===== config.mk =====
export PLATFORM = sky130hd
export DESIGN_NAME = adc_hwtrig_seq
export DESIGN_NICKNAME = d
export VERILOG_FILES = /design/src/rtl/adc_seq_pkg.sv /design/src/rtl/adc_trig_sync.sv /design/src/rtl/adc_conv_timer.sv /design/src/rtl/adc_result_bank.sv /design/src/rtl/adc_hwtrig_seq.sv
export SDC_FILE = /design/constraint.sdc
export NUM_CORES = 1
export LEC_CHECK = 0
export BUFFER_PORTS_ARGS = -buffer_cell sky130_fd_sc_hd__clkbuf_2
export CAP_MARGIN = 40
export CELL_PAD_IN_SITES_DETAIL_PLACEMENT = 0
export CELL_PAD_IN_SITES_GLOBAL_PLACEMENT = 2
export CORE_ASPECT_RATIO = 0.8
export CORE_UTILIZATION = 39
export DETAILED_ROUTE_END_ITERATION = 12
export GPL_ROUTABILITY_DRIVEN = 0
export PLACE_DENSITY_LB_ADDON = 0.1
export SLEW_MARGIN = 20
export SYNTH_ARGS = -nofsm -noshare
export SYNTH_HDL_FRONTEND = slang
export SYNTH_SLANG_ARGS = --single-unit

===== constraint.sdc =====
create_clock -name clk -period 2.2 [get_ports clk]
set_clock_uncertainty 0.2 [all_clocks]
set_input_delay 0.44 -clock clk [delete_from_list [all_inputs] [get_ports clk]]
set_output_delay 0.44 -clock clk [all_outputs]
set_load 0.01 [all_outputs]

===== src/rtl/adc_seq_pkg.sv =====
package adc_seq_pkg;

    localparam int CHAN_W = 3;
    localparam int NUM_CH = 1 << CHAN_W;

    typedef enum logic [1:0] {
        ST_IDLE    = 2'd0,
        ST_STANDBY = 2'd1,
        ST_CONVERT = 2'd2
    } seq_state_e;

    typedef struct packed {
        logic              trig_en;
        logic [1:0]        mode;
        logic [CHAN_W-1:0] chan;
    } mode_word_t;

    function automatic logic hw_start_ok(input mode_word_t m);
        return m.trig_en & (|m.mode);
    endfunction

endpackage


===== src/rtl/adc_trig_sync.sv =====
module adc_trig_sync #(
    parameter int SYNC_STAGES = 2
) (
    input  logic clk,
    input  logic rst_n,
    input  logic trig_async,
    output logic trig_edge
);
    logic [SYNC_STAGES-1:0] sync_q;
    logic                   delay_q;

    always_ff @(posedge clk or negedge rst_n) begin
        if (!rst_n) begin
            sync_q  <= '0;
            delay_q <= 1'b0;
        end else begin
            sync_q  <= {sync_q[SYNC_STAGES-2:0], trig_async};
            delay_q <= sync_q[SYNC_STAGES-1];
        end
    end

    assign trig_edge = sync_q[SYNC_STAGES-1] & ~delay_q;
endmodule


===== src/rtl/adc_conv_timer.sv =====
module adc_conv_timer #(
    parameter int CONV_CYCLES = 16,
    localparam int CNT_W = (CONV_CYCLES > 2) ? $clog2(CONV_CYCLES) : 1
) (
    input  logic             clk,
    input  logic             rst_n,
    input  logic             clear,
    input  logic             run,
    output logic [CNT_W-1:0] cnt,
    output logic             last
);
    localparam logic [CNT_W-1:0] LAST_VAL = CNT_W'(CONV_CYCLES - 1);

    assign last = (cnt == LAST_VAL);

    always_ff @(posedge clk or negedge rst_n) begin
        if (!rst_n) begin
            cnt <= '0;
        end else if (clear) begin
            cnt <= '0;
        end else if (run) begin
            cnt <= last ? '0 : cnt + 1'b1;
        end
    end
endmodule


===== src/rtl/adc_result_bank.sv =====
module adc_result_bank #(
    parameter int SAMPLE_W = 10,
    parameter int NUM_CH   = 8,
    localparam int SEL_W   = $clog2(NUM_CH)
) (
    input  logic                clk,
    input  logic                rst_n,
    input  logic                wr_en,
    input  logic [SEL_W-1:0]    wr_sel,
    input  logic [SAMPLE_W-1:0] wr_data,
    input  logic [SEL_W-1:0]    rd_sel,
    output logic [SAMPLE_W-1:0] rd_data
);
    logic [SAMPLE_W-1:0] slot_q [NUM_CH];

    for (genvar g = 0; g < NUM_CH; g++) begin : g_slot
        always_ff @(posedge clk or negedge rst_n) begin
            if (!rst_n) begin
                slot_q[g] <= '0;
            end else if (wr_en && (wr_sel == SEL_W'(g))) begin
                slot_q[g] <= wr_data;
            end
        end
    end

    assign rd_data = slot_q[rd_sel];
endmodule


===== src/rtl/adc_hwtrig_seq.sv =====
module adc_hwtrig_seq
    import adc_seq_pkg::*;
#(
    parameter int SAMPLE_W    = 10,
    parameter int CONV_CYCLES = 16,
    localparam int CNT_W = (CONV_CYCLES > 2) ? $clog2(CONV_CYCLES) : 1
) (
    input  logic                clk,
    input  logic                rst_n,
    input  logic                cfg_we,
    input  logic [5:0]          cfg_wdata,
    input  logic                trig_in,
    input  logic [SAMPLE_W-1:0] sample_in,
    input  logic [2:0]          rd_sel,
    output logic                conv_busy,
    output logic                standby,
    output logic [2:0]          mux_sel,
    output logic                eoc_irq,
    output logic [SAMPLE_W-1:0] rd_data
);
    seq_state_e        state_q, state_d;
    mode_word_t        cfg_q, cfg_new;
    logic              trig_edge;
    logic              timer_clear, timer_run, timer_last;
    logic [CNT_W-1:0]  conv_cnt;
    logic              conv_done;

    assign cfg_new = mode_word_t'(cfg_wdata);

    // mode word holding register
    always_ff @(posedge clk or negedge rst_n) begin
        if (!rst_n)      cfg_q <= '0;
        else if (cfg_we) cfg_q <= cfg_new;
    end

    adc_trig_sync #(.SYNC_STAGES(2)) u_sync (
        .clk        (clk),
        .rst_n      (rst_n),
        .trig_async (trig_in),
        .trig_edge  (trig_edge)
    );

    adc_conv_timer #(.CONV_CYCLES(CONV_CYCLES)) u_timer (
        .clk   (clk),
        .rst_n (rst_n),
        .clear (timer_clear),
        .run   (timer_run),
        .cnt   (conv_cnt),
        .last  (timer_last)
    );

    adc_result_bank #(.SAMPLE_W(SAMPLE_W), .NUM_CH(NUM_CH)) u_bank (
        .clk     (clk),
        .rst_n   (rst_n),
        .wr_en   (conv_done),
        .wr_sel  (cfg_q.chan),
        .wr_data (sample_in),
        .rd_sel  (rd_sel),
        .rd_data (rd_data)
    );

    // state register
    always_ff @(posedge clk or negedge rst_n) begin
        if (!rst_n) state_q <= ST_IDLE;
        else        state_q <= state_d;
    end

    // next-state logic: a write outranks a trigger edge
    always_comb begin
        state_d = state_q;
        if (cfg_we) begin
            state_d = hw_start_ok(cfg_new) ? ST_STANDBY : ST_IDLE;
        end else begin
            unique case (state_q)
                ST_IDLE:    state_d = ST_IDLE;
                ST_STANDBY: state_d = trig_edge ? ST_CONVERT : ST_STANDBY;
                ST_CONVERT: state_d = ST_CONVERT;
                default:    state_d = ST_IDLE;
            endcase
        end
    end

    // outputs and datapath controls
    always_comb begin
        conv_busy   = 1'b0;
        standby     = 1'b0;
        conv_done   = 1'b0;
        timer_run   = 1'b0;
        timer_clear = cfg_we;
        unique case (state_q)
            ST_IDLE: begin
            end
            ST_STANDBY: begin
                standby = 1'b1;
                if (trig_edge) timer_clear = 1'b1;
            end
            ST_CONVERT: begin
                conv_busy = 1'b1;
                timer_run = 1'b1;
                if (trig_edge) timer_clear = 1'b1;
                conv_done = timer_last & ~trig_edge & ~cfg_we;
            end
            default: begin
            end
        endcase
    end

    assign eoc_irq = conv_done;
    assign mux_sel = cfg_q.chan;
endmodule


==> summary.md <==
| Metric | Value |
|---|---|
| Row count | `33` |
| Clock share of power | `48.3%` |
| Starting Density | `40.8%` |
| Layout area overhead | `28.1%` |
| Ant. Diodes | `0` |
| Final WL | `9020 um` |
| Largest family of logic cells by synthesized area | `multiplexers` |
| CTS root buf | `clkbuf_16` |
| Avg Inst Size Synth | `16.5 um^2` |
| Relative slew slack | `66.3%` |
| Routed wire per std cell | `18.8 um` |
| Clk_lat worst skew | `0.34 ns` |
| CTS tree | `built` |
| Layout cell share with drive strength beyond 1 | `61.9%` |
| Met3 WL | `304 um` |
| Status | `complete, but fails checks` |
| Final hold vios | `0` |
| Count leader, synth | `dfrtp_1` |
| Max-slew violations | `0` |
| Power Density | `684 mW/mm^2` |
| Initial antenna violation count | `0` |
| CTS H-tree depth | `3` |
| Nets@finish | `362` |
| Grt ovf | `0` |
| Seq pwr share | `46.0%` |
| Layout Utilization | `52.3%` |
| Register Area | `0.00230 mm^2` |
| Seq/Total Area, Yosys | `54.2%` |
| #FFs+latches synth | `92` |
| Adder-cell share of the synthesized area | `0.883%` |
| IO Count | `39` |
| Vias per cell | `5.14` |
| Logic pwr share | `5.7%` |
| Worst hold path type | `in2reg` |
| Total power | `0.00372 W` |
| DP HPWL | `6060 um` |
| Drc violations | `0` |
| Crit. End Element | `output port` |
| Vias | `2474` |
| Failing checks | `setup timing` |
| Mapped Cells | `258` |
| Number of synthesized flops with an enable pin | `0` |
| Area of the multi-input gates | `0.00193 mm^2` |
| WP data required | `1.56 ns` |
| Lkg Pwr | `2.63 nW` |
| Top post-synthesis cells by count | `dfrtp_1, mux2_2, mux4_2` |
| Clk buf depth | `2` |
| Highest metal used | `met4` |
| XOR/XNOR Fraction of Synth Area | `0.206%` |
| Total CTS buffers | `9` |
| Most used DFF post-synth | `dfrtp_1` |
| Total track usage | `18.0%` |
| Arrival time at the worst endpoint | `1.62 ns` |
| Iter 0 DRT Violations | `124` |
| Die area | `0.0113 mm^2` |
| Fill count | `909` |
| Port Buf Inserts | `38` |
| Die width | `119 um` |
| Vias in the first global route | `2511` |
| 1st-pass router iterations | `6` |
| Final setup vio count | `10` |
| Synth top area share | `54.2%` |
| Setup TNS Final | `-0.360 ns` |
| Mux share of post-synthesis cell area | `35.5%` |
| Final ANT Viol Nets | `0` |
| Yosys cell types | `28` |
| Met2 routed WL | `4360 um` |
| Internal power component | `0.00296 W` |
| Least-Margin Pin Slew | `0.505 ns` |
| Worst setup SP type | `primary input` |
| Mapped cell area | `0.00425 mm^2` |
| Fraction of registers with async set/reset | `100%` |
| Final Critical Period | `2.26 ns` |
| Worst VDD drop | `0.402 mV` |
| Worst setup margin | `-0.0555 ns` |
| Psw | `0.000758 W` |
| Critical path peak fanout | `8` |
| Synth warn | `0` |
| Sink Count | `92` |
| Critical path class | `in2out` |
| RSZ-0062 raised after global routing | `true` |
| Reg clk slew, reported paths | `0.06 ns` |
| Top cells by area, synth | `dfrtp_1, mux2_2, mux4_2` |
| Largest net degree at the start of global routing | `36` |
| Switch share | `20.4%` |
| Tcrit/Tclk final | `103%` |
| Syn_nets | `284` |
| M1 WL | `4280 um` |
| Top cell type by total area after synthesis | `dfrtp_1` |
| Min Hold Slack | `0.133 ns` |
| Compound-gate portion of the synthesized area | `1.06%` |
| First-pass GRT wire length | `14700 um` |
| FMAX | `443 MHz` |
| Max cap viols | `0` |
| Simple-Gate Fraction of Synth Area | `6.92%` |
| DIE HEIGHT | `95.4 um` |
| Core Region | `0.0104 mm^2` |
[kinds of logic (layout without fill, tap and decap cells)]
group                    Yosys count  in the layout
adder cells (fa/ha/maj)            3              3
AO/OA/AOI/OAI                      8              8
multiplexers                     114            114
flip-flops                        92             92
XOR/XNOR                           1              1
AND/OR/NAND/NOR                   29             29
buffers and inverters             11             94
[cell usage in the layout (no fill, tap or decap), types with 2 or more instances in the layout]
master / instances
a21oi_1: 4
nor2_1: 3
nand2_1: 5
mux2_2: 85
mux2_1: 5
clkbuf_2: 31
nor4_4: 8
o21ai_0: 2
nand2b_1: 3
dfrtp_1: 92
clkbuf_8: 2
buf_4: 24
mux4_2: 20
buf_12: 10
dlygate4sd3_1: 2
nor3_1: 2
mux2_4: 3
clkbuf_16: 10
buf_6: 5
bufinv_16: 3
inv_1: 3
[metrics by stage]
stage	cells	instance area [um^2]	setup WS (ns)
2_1_floorplan	258	4250	0.0267
3_3_place_gp	452	4870	-0.116
3_5_place_dp	453	4880	-0.126
4_1_cts	472	5310	-0.0714
5_1_grt	481	5440	-0.0971
6_report	481	5440	-0.0555
[worst max-delay path, stage by stage]
cell and delay [ns]:
clkbuf_16 0.13, buf_12 0.14, mux4_2 0.50, mux2_4 0.28
clkbuf_2 0.13
[final timing paths]
kind	slack, ns	startpoint	endpoint	cells past startpoint
worst min register to register	0.15	u_sync.sync_q[0]$_DFF_PN0_	u_sync.sync_q[1]$_DFF_PN0_	0
worst max register to register	0.14	u_timer.cnt[1]$_DFFE_PN0P_	u_bank.slot_q[24]$_DFFE_PN0P_	5
max in group asynchronous	0.83	rst_n	u_bank.slot_q[5]$_DFFE_PN0P_	3
min in group asynchronous	0.41	rst_n	u_timer.cnt[1]$_DFFE_PN0P_	2
worst max-delay path	-0.06	rd_sel[0]	rd_data[5]	5
worst min-delay path	0.13	cfg_wdata[1]	mux_sel[1]$_DFFE_PN0P_	2
[power by group through the flow]
stage,Clock (W),Sequential [W],Combinational (W)
finish,0.00180,0.00171,0.000211
global route,0.00193,0.00171,0.000232
CTS,0.00186,0.00171,0.000213
detailed placement,0,0.00174,0.000198
global placement,0,0.00174,0.000194
floorplan,0,0.00174,0.0000783
[registers in the layout, indices dropped and copies added, names as in the netlist]
name / count
u_bank.slot_q: 80
u_timer.cnt: 4
mux_sel: 3
state_q: 2
u_sync.sync_q: 2
u_sync.delay_q: 1
[cell type report]
type,instances,share of cell area (%)
clock buffers,12,4.71
clock inverters,4,1.75
inverters,3,0.207
multi-input cells,155,35.5
flip-flops and latches,92,42.3
well taps,140,3.22
repair buffers,75,12.3
[timing repair]
action | CTS | global route
pin swaps | 0 | 0
setup endpoints to repair | 11 | 70
gates resized for setup | 8 | 16
buffers inserted | 0 | 9
hold buffers | 2 | 0
cloned | 1 | 0
hold endpoints to repair | 34 | 0
[layer usage]
| layer | vias to the layer above | global-route usage (%) |
|---|---|---|
| li1 | 1135 | - |
| met3 | 5 | 5.98 |
| met2 | 31 | 28.2 |
| met1 | 1303 | 24.4 |
| met4 | 0 | 3.80 |
| met5 | - | 0 |
No activity file was read; power rests on OpenSTA's default activity.
